**src/rtl/vex_pkg.sv**
```systemverilog
package vex_pkg;

    localparam int BYTE_W = 8;
    localparam int REG_W  = 4;
    localparam int IDX_W  = 4;
    localparam int MAP_W  = 5;
    localparam int PP_W   = 2;

    localparam logic [BYTE_W-1:0] ESC_TWO   = 8'hC5;
    localparam logic [BYTE_W-1:0] ESC_THREE = 8'hC4;
    localparam logic [MAP_W-1:0]  MAP_LAST  = 5'd3;

    typedef enum logic [1:0] {
        FORM_NONE  = 2'd0,
        FORM_TWO   = 2'd2,
        FORM_THREE = 2'd3
    } vex_form_e;

    typedef struct packed {
        logic              is_vex;
        logic [1:0]        nbytes;
        logic              r;
        logic              x;
        logic              b;
        logic              w;
        logic              l;
        logic [REG_W-1:0]  vreg;
        logic [MAP_W-1:0]  map_sel;
        logic [PP_W-1:0]   pp;
        logic [IDX_W-1:0]  idx;
        logic              map_err;
        logic [REG_W-1:0]  imm_reg;
    } vex_info_t;

    function automatic logic [REG_W-1:0] imm_reg_of(input logic [BYTE_W-1:0] imm,
                                                     input logic m64);
        logic [REG_W-1:0] nib;
        nib = imm[BYTE_W-1 -: REG_W];
        return m64 ? nib : {1'b0, nib[REG_W-2:0]};
    endfunction

    function automatic logic map_reserved(input logic [MAP_W-1:0] m);
        return (m == '0) || (m > MAP_LAST);
    endfunction

endpackage

```
**src/rtl/vex_form_detect.sv**
```systemverilog
module vex_form_detect
    import vex_pkg::*;
(
    input  logic [BYTE_W-1:0] esc,
    input  logic [BYTE_W-1:0] nxt,
    input  logic              m64,
    output vex_form_e         form
);
    logic escape_hit;
    logic mode_ok;

    always_comb begin
        escape_hit = (esc == ESC_TWO) || (esc == ESC_THREE);
        mode_ok    = m64 || (nxt[BYTE_W-1:BYTE_W-2] == 2'b11);
        if (!(escape_hit && mode_ok))
            form = FORM_NONE;
        else if (esc == ESC_TWO)
            form = FORM_TWO;
        else
            form = FORM_THREE;
    end
endmodule

```
**src/rtl/vex_field_decode.sv**
```systemverilog
module vex_field_decode
    import vex_pkg::*;
(
    input  vex_form_e         form,
    input  logic [BYTE_W-1:0] p1,
    input  logic [BYTE_W-1:0] p2,
    input  logic [BYTE_W-1:0] imm,
    input  logic              m64,
    output vex_info_t         info
);
    logic [BYTE_W-1:0] last_b;

    always_comb begin
        info         = '0;
        info.imm_reg = imm_reg_of(imm, m64);
        last_b       = (form == FORM_TWO) ? p1 : p2;
        if (form != FORM_NONE) begin
            info.is_vex = 1'b1;
            info.r      = ~p1[7];
            info.l      = last_b[2];
            info.vreg   = ~last_b[6:3];
            info.pp     = last_b[PP_W-1:0];
        end
        case (form)
            FORM_TWO: begin
                info.nbytes  = 2'd2;
                info.map_sel = MAP_W'(1);
                info.idx     = IDX_W'(1) | (IDX_W'(info.pp) << 2);
            end
            FORM_THREE: begin
                info.nbytes  = 2'd3;
                info.x       = ~p1[6];
                info.b       = ~p1[5];
                info.w       = p2[7];
                info.map_sel = p1[MAP_W-1:0];
                info.map_err = map_reserved(info.map_sel);
                info.idx     = info.map_err ? '0
                             : ((IDX_W'(info.pp) << 2) | IDX_W'(info.map_sel[1:0]));
            end
            default: ;
        endcase
    end
endmodule

```
**src/rtl/vex_out_hold.sv**
```systemverilog
module vex_out_hold
    import vex_pkg::*;
(
    input  logic      clk,
    input  logic      rst,
    input  logic      in_valid,
    input  vex_info_t d,
    input  logic      ack,
    output logic      ready,
    output logic      valid,
    output vex_info_t q
);
    logic take;

    assign ready = !valid || ack;
    assign take  = in_valid && ready;

    always_ff @(posedge clk) begin
        if (rst) begin
            valid <= 1'b0;
            q     <= '0;
        end else if (take) begin
            valid <= 1'b1;
            q     <= d;
        end else if (ack) begin
            valid <= 1'b0;
        end
    end

    assert_hold_R10: assert property (@(posedge clk) disable iff (rst)
        (valid && !ack) |=> (valid && $stable(q)));

    assert_ack_R11: assert property (@(posedge clk) disable iff (rst)
        (valid && ack && !in_valid) |=> !valid);
endmodule

```
**src/rtl/vex_field_extract.sv**
```systemverilog
module vex_field_extract
    import vex_pkg::*;
(
    input  logic              clk,
    input  logic              rst,
    input  logic              mode64,
    input  logic              in_valid,
    output logic              in_ready,
    input  logic [BYTE_W-1:0] esc_byte,
    input  logic [BYTE_W-1:0] pay1,
    input  logic [BYTE_W-1:0] pay2,
    input  logic [BYTE_W-1:0] imm_byte,
    output logic              out_valid,
    input  logic              out_ack,
    output logic              is_vex,
    output logic [1:0]        nbytes,
    output logic              rex_r,
    output logic              rex_x,
    output logic              rex_b,
    output logic              rex_w,
    output logic              vlen,
    output logic [REG_W-1:0]  vreg,
    output logic [MAP_W-1:0]  map_sel,
    output logic [PP_W-1:0]   pp,
    output logic [IDX_W-1:0]  tbl_idx,
    output logic              map_err,
    output logic [REG_W-1:0]  imm_reg
);
    vex_form_e form;
    vex_info_t dec;
    vex_info_t held;

    vex_form_detect u_detect (
        .esc  (esc_byte),
        .nxt  (pay1),
        .m64  (mode64),
        .form (form)
    );

    vex_field_decode u_decode (
        .form (form),
        .p1   (pay1),
        .p2   (pay2),
        .imm  (imm_byte),
        .m64  (mode64),
        .info (dec)
    );

    vex_out_hold u_hold (
        .clk      (clk),
        .rst      (rst),
        .in_valid (in_valid),
        .d        (dec),
        .ack      (out_ack),
        .ready    (in_ready),
        .valid    (out_valid),
        .q        (held)
    );

    assign is_vex  = held.is_vex;
    assign nbytes  = held.nbytes;
    assign rex_r   = held.r;
    assign rex_x   = held.x;
    assign rex_b   = held.b;
    assign rex_w   = held.w;
    assign vlen    = held.l;
    assign vreg    = held.vreg;
    assign map_sel = held.map_sel;
    assign pp      = held.pp;
    assign tbl_idx = held.idx;
    assign map_err = held.map_err;
    assign imm_reg = held.imm_reg;

    assert_legacy_zero_R3: assert property (@(posedge clk) disable iff (rst)
        (out_valid && !is_vex) |-> (tbl_idx == '0 && nbytes == 2'd0 && !map_err));

    assert_err_form_R8: assert property (@(posedge clk) disable iff (rst)
        (out_valid && map_err) |-> (is_vex && nbytes == 2'd3 && tbl_idx == '0));

    assert_two_form_R4: assert property (@(posedge clk) disable iff (rst)
        (out_valid && nbytes == 2'd2) |-> (!rex_x && !rex_b && !rex_w && map_sel == MAP_W'(1)));

    assert_vex_len_R2: assert property (@(posedge clk) disable iff (rst)
        (out_valid && is_vex) |-> (nbytes == 2'd2 || nbytes == 2'd3));
endmodule

```
**config.mk**
```make
export PLATFORM = sky130hd
export DESIGN_NAME = vex_field_extract
export DESIGN_NICKNAME = d
export VERILOG_FILES = /design/src/rtl/vex_pkg.sv /design/src/rtl/vex_form_detect.sv /design/src/rtl/vex_field_decode.sv /design/src/rtl/vex_out_hold.sv /design/src/rtl/vex_field_extract.sv
export SDC_FILE = /design/constraint.sdc
export NUM_CORES = 1
export LEC_CHECK = 0
export BUFFER_PORTS_ARGS = -buffer_cell sky130_fd_sc_hd__buf_2
export CAP_MARGIN = 20
export CORE_AREA = 2 2 63 65
export CTS_BUF_LIST = sky130_fd_sc_hd__clkbuf_8
export DETAILED_ROUTE_END_ITERATION = 10
export DIE_AREA = 0 0 65 67
export SLEW_MARGIN = 0
export SYNTH_ARGS = -nofsm -noshare
export SYNTH_HDL_FRONTEND = slang
export SYNTH_SLANG_ARGS = --single-unit
```
**constraint.sdc**
```tcl
create_clock -name clk -period 2.46 [get_ports clk]
set_clock_uncertainty 0.05 [all_clocks]
set_input_delay 0.123 -clock clk [delete_from_list [all_inputs] [get_ports clk]]
set_output_delay 0.123 -clock clk [all_outputs]
set_load 0.03 [all_outputs]
```
After elaboration in Yosys (flattened, before gate mapping)

Index checks and enable logic that the tools add are counted.

Word-level logic and storage cells: 51
Input port bits: 37
Register bits: 29
Output and inout bits: 30

Muxes and demuxes: 16
Bitwise gates (word level): 5
Reductions and logical operators: 10
Magnitude comparators: 1
Equality and inequality tests: 5

Operator list:

| operator                                                                         | count |
|---|---|
| 8-bit == test (second input constant)                                            | 2 |
| 5-bit case mux with 2 select lines                                               | 1 |
| 4-bit two-way mux                                                                | 2 |
| 4-bit case mux with 2 select lines                                               | 1 |
| 7-bit two-way mux                                                                | 1 |
| 2-bit == test (second input constant)                                            | 3 |
| 1-bit two-way mux                                                                | 6 |
| 5-bit by 2-bit greater-than comparator with 1-bit output (second input constant) | 1 |
| 5-bit zero test                                                                  | 1 |
| 5-bit two-way mux                                                                | 1 |
| 1-bit logical OR                                                                 | 4 |
| 2-bit two-way mux                                                                | 2 |
| 4-bit inverter                                                                   | 1 |
| 4-bit by 2-bit bitwise OR with 4-bit output                                      | 1 |
| 2-bit case mux with 2 select lines                                               | 1 |
| 2-bit nonzero test                                                               | 2 |
| 3-bit two-way mux                                                                | 1 |
| 1-bit inverter                                                                   | 3 |
| 1-bit logical AND                                                                | 2 |
| 1-bit zero test                                                                  | 1 |

Longest topological paths before layout

Depth after elaboration: 10
Gate-level depth with buffers: 6
Mapped depth without buffers: 4

Hierarchy

From an unflattened synthesis, not the netlist that was laid out.

Cells, all modules: 187
Area, all modules: 1870.5 um^2

Modules (own cells, without submodules):

| module           | area each (um^2) | cells an instance | sequential area each (um^2) | instances |
|---|---|---|---|---|
| vex_out_hold     | 1517.7           | 131               | 580.6                       | 1 |
| vex_field_decode | 294.0            | 50                | 0.0                         | 1 |
| vex_form_detect  | 58.8             | 6                 | 0.0                         | 1 |

Worst setup path before layout

Ideal clock, no wire load.

Path kind: reg-to-reg
From: register u_hold.valid
To: register u_hold.q[7] (netlist name)
Slack: 0.554 ns
Arrival: 1.760 ns
Setup time: 0.096 ns
Period minus slack after synthesis: 1.906 ns
Buffers on the path: 2
Cell stages (with the launch flop): 7
Required time: 2.314 ns
Cell sequence: dfxtp_1 > nand2b_1 > nand2_1 > clkbuf_1 > clkbuf_1 > nand3_1 > o41ai_2

Word-level cells in the longest chain between the ends: 3

RTL lines:

| element                | RTL line               | source |
|---|---|---|
| from (decl)            | vex_out_hold.sv:10     | `output logic valid,` |
| from (signal assigned) | vex_out_hold.sv:20     | `valid <= 1'b0;` |
| from (signal assigned) | vex_out_hold.sv:23     | `valid <= 1'b1;` |
| from (signal assigned) | vex_out_hold.sv:26     | `valid <= 1'b0;` |
| 1-bit zero test        | vex_out_hold.sv:15     | `assign ready = !valid \|\| ack;` |
| 1-bit logical OR       | vex_out_hold.sv:15     |  |
| named net in_ready     | vex_field_extract.sv:8 | `output logic in_ready,` |
| 1-bit logical AND      | vex_out_hold.sv:16     | `assign take = in_valid && ready;` |
| to (signal assigned)   | vex_out_hold.sv:21     | `q <= '0;` |
| to (signal assigned)   | vex_out_hold.sv:24     | `q <= d;` |
| to (decl)              | vex_out_hold.sv:11     | `output vex_info_t q` |

The timed path passes the listed nets, and every way through them passes these cells.
A chain may end at the register's enable or synchronous reset.

Worst setup path in the final report

From: register u_hold.valid
To: register u_hold.q[13] (netlist name)

Word-level cells in the longest chain between the ends: 3

RTL lines:

| element           | RTL line |
|---|---|
| 1-bit zero test   | vex_out_hold.sv:15 |
| 1-bit logical OR  | vex_out_hold.sv:15 |
| 1-bit logical AND | vex_out_hold.sv:16 |

Every way passes these cells.

==> qor.txt <==
Post-Synthesis Cell Area = 1226 um^2
Worst slew margin = 55.51%
Rows = 22
DRT Wirelength = 3333 um
ANT nets after route = 0
final setup violation count = 0
Final Max Tran Viols = 0
global-route wire length before repair = 5313 um
top-level I/O count = 67
gpl congestion = 0.7876
wire per inst = 13.66 um
commonest non-fill, non-tap cells in the layout = 62 x buf_2, 29 x dfxtp_1, 14 x nand2_1, 14 x a21oi_1, 13 x nor2_1
CP Class = flip-flop to flip-flop
Final Hold Viols = 0
Fillers = 387
IR drop worst, VDD = 0.2560 mV
ys flop type = dfxtp_1
commonest non-fill, non-tap cell in the layout = buf_2
Post-Synthesis Cells = 132
CP endpoint kind = flip-flop
Hold Crit Class = input port to flip-flop
Power Total = 970.5 uW
CTS tree = built
CTS resizes = 0
Via density = 5.082
Num CTS Buffers = 5
Core Box Area = 3606 um^2
Post-synth EDFFs = 0
Reg area = 580.6 um^2
clk sinks = 29
pwr/cell area = 580.6 nW/um^2
post-synth top area share = 47.35%
number of global-route vias before repair = 1,177
total number of vias = 1,240
setup TNS = 0 ns
sequential share of power = 49.2%
P_leak = 0.0007922 uW
share of cells above drive strength 1 = 39.80%
Max Root-Sink Buffers = 2
I/O Buffers = 62
GR Util All Layers = 16.25%
worst-skew pair later-pin latency = 0.27 ns
DR iter-0 viols = 128
area leader, netlist = dfxtp_1
area of the multi-input gates = 586.8 um^2
Net Sw Power = 235.0 uW
maxcap violations = 0
HPWL reported at the end of detailed placement = 2522 um
sequential area share after synthesis = 47.35%
initial antenna violation count = 0
Startpoint Class = flip-flop
Unique masters post-synth = 31
largest net degree at the start of global routing = 30
Int Power = 735.5 uW
worst-case reg-to-reg path depth = 5
sw frac = 24.21%
layout overhead on the synthesized area = 36.33%
Clk pwr share = 39.1%
Tmin final = 1.679 ns
average size of a mapped cell = 9.289 um^2
Die Area = 4355 um^2
n_diodes = 0
hold path depth = 3
Starting Density = 34.00%
Syn Nets = 169
outcome = finished clean
Clock transition at path regs = 0.06 ns
Clock Tree Root = clkbuf_8
Pre-antenna DRT Iters = 4
Crit Path Max Fanout = 12
Crit path required time = 2.61 ns
crit share post-route = 68.26%
Arr. time, crit path = 1.83 ns
Worst Tran Pin Value = 0.6658 ns
detailed-route DRC error count = 0
H-tree levels = 2
RSZ-0062 raised after global routing = false
Comb pwr share = 11.7%
Yosys reg bits = 29
die width = 65 um
Synth async-reset ratio = 0%
total global routing overflow = 0
Die Ht = 67 um
Yosys warning total = 0
Final nets = 233
Max Freq = 0.5955 GHz
Synth area leaders = dfxtp_1 47%, a32oi_1 6.4%, a21oi_1 5.7%, mux2i_1 5.7%, nand2_1 4.3%
cells in the mapped netlist (4+ instances only):
cell	n
nand3_1	4
nor2_1	13
nand4_1	6
nand2_1	14
mux2i_1	7
inv_1	4
dfxtp_1	29
a32oi_1	9
a21oi_1	14
clkbuf_1	5
power groups by stage:
| stage | Sequential [uW] | Clock, uW | Combinational (uW) |
|---|---|---|---|
| after global routing | 477 | 410 | 124 |
| after floorplan | 498 | 0 | 53.0 |
| after detailed placement | 487 | 0 | 112 |
| final | 477 | 379 | 114 |
| after CTS | 477 | 390 | 114 |
| after global placement | 487 | 0 | 110 |
what timing repair did:
action,4_1_cts,5_1_grt
setup endpoints to repair,0,0
setup buffers,0,0
hold endpoints to repair,1,0
hold buffers,1,0
final cells by class:
class                      instances  share of cell area, %
clock inverter                     1                 0.2246
timing repair buffer              66                  20.51
tap                               48                  3.593
multi-input combinational         90                  35.10
clock buffer                       6                  4.940
inverter                           4                 0.8982
sequential                        29                  34.73
registers in the layout (all words and copies together) (netlist names):
name / cells
u_hold.q: 28
u_hold.valid: 1
metal layers:
layer,GRT usage [%],wire (um),vias to the layer above
li1,-,-,609
met1,18.53,1371,580
met2,28.22,1688,47
met3,4.899,244,4
met4,6.649,29,0
met5,0,0,-
worst paths after layout:
| path | startpoint | endpoint | slack, ns |
|---|---|---|---|
| setup / recovery | u_hold.valid | u_hold.q[13] | 0.78 |
| hold / removal | imm_byte[4] | u_hold.q[0] | 0.03 |
| setup reg to reg | u_hold.valid | u_hold.q[13] | 0.78 |
| hold reg to reg | u_hold.q[3] | u_hold.q[3] | 0.40 |
cells by family (layout without fill, tap and decap cells):
| kind of cell | after synthesis | in the layout | synth area share, % |
|---|---|---|---|
| AOI/OAI and AO/OA | 33 | 33 | 19.18 |
| buffers and inverters | 13 | 77 | 4.795 |
| DFF | 29 | 29 | 47.35 |
| muxes | 9 | 9 | 7.551 |
| and+or+nand+nor | 48 | 48 | 21.12 |
per-stage QoR:
| step | utilization [%] | hold slack, ns | instance area, um^2 | cells | worst slack, ns |
|---|---|---|---|---|---|
| after floorplan | - | 0.1745 | 1226 | 132 | 0.5541 |
| after global placement | 43.68 | 0.2934 | 1575 | 236 | 0.6021 |
| after detailed placement | 43.68 | 0.2871 | 1575 | 236 | 0.5722 |
| after CTS | 46.36 | 0.03281 | 1672 | 244 | 0.8003 |
| after global routing | 46.36 | 0.04751 | 1672 | 244 | 0.6723 |
| final | 46.36 | 0.03351 | 1672 | 244 | 0.7807 |
critical path: stages, from the launching register on:
cell and delay [ns]:
dfxtp_1 0.31, nand2b_1 0.14, nor3b_2 0.55, buf_4 0.29, nand4_1 0.11, a21oi_1 0.15
(Power assumes the default switching activity.)
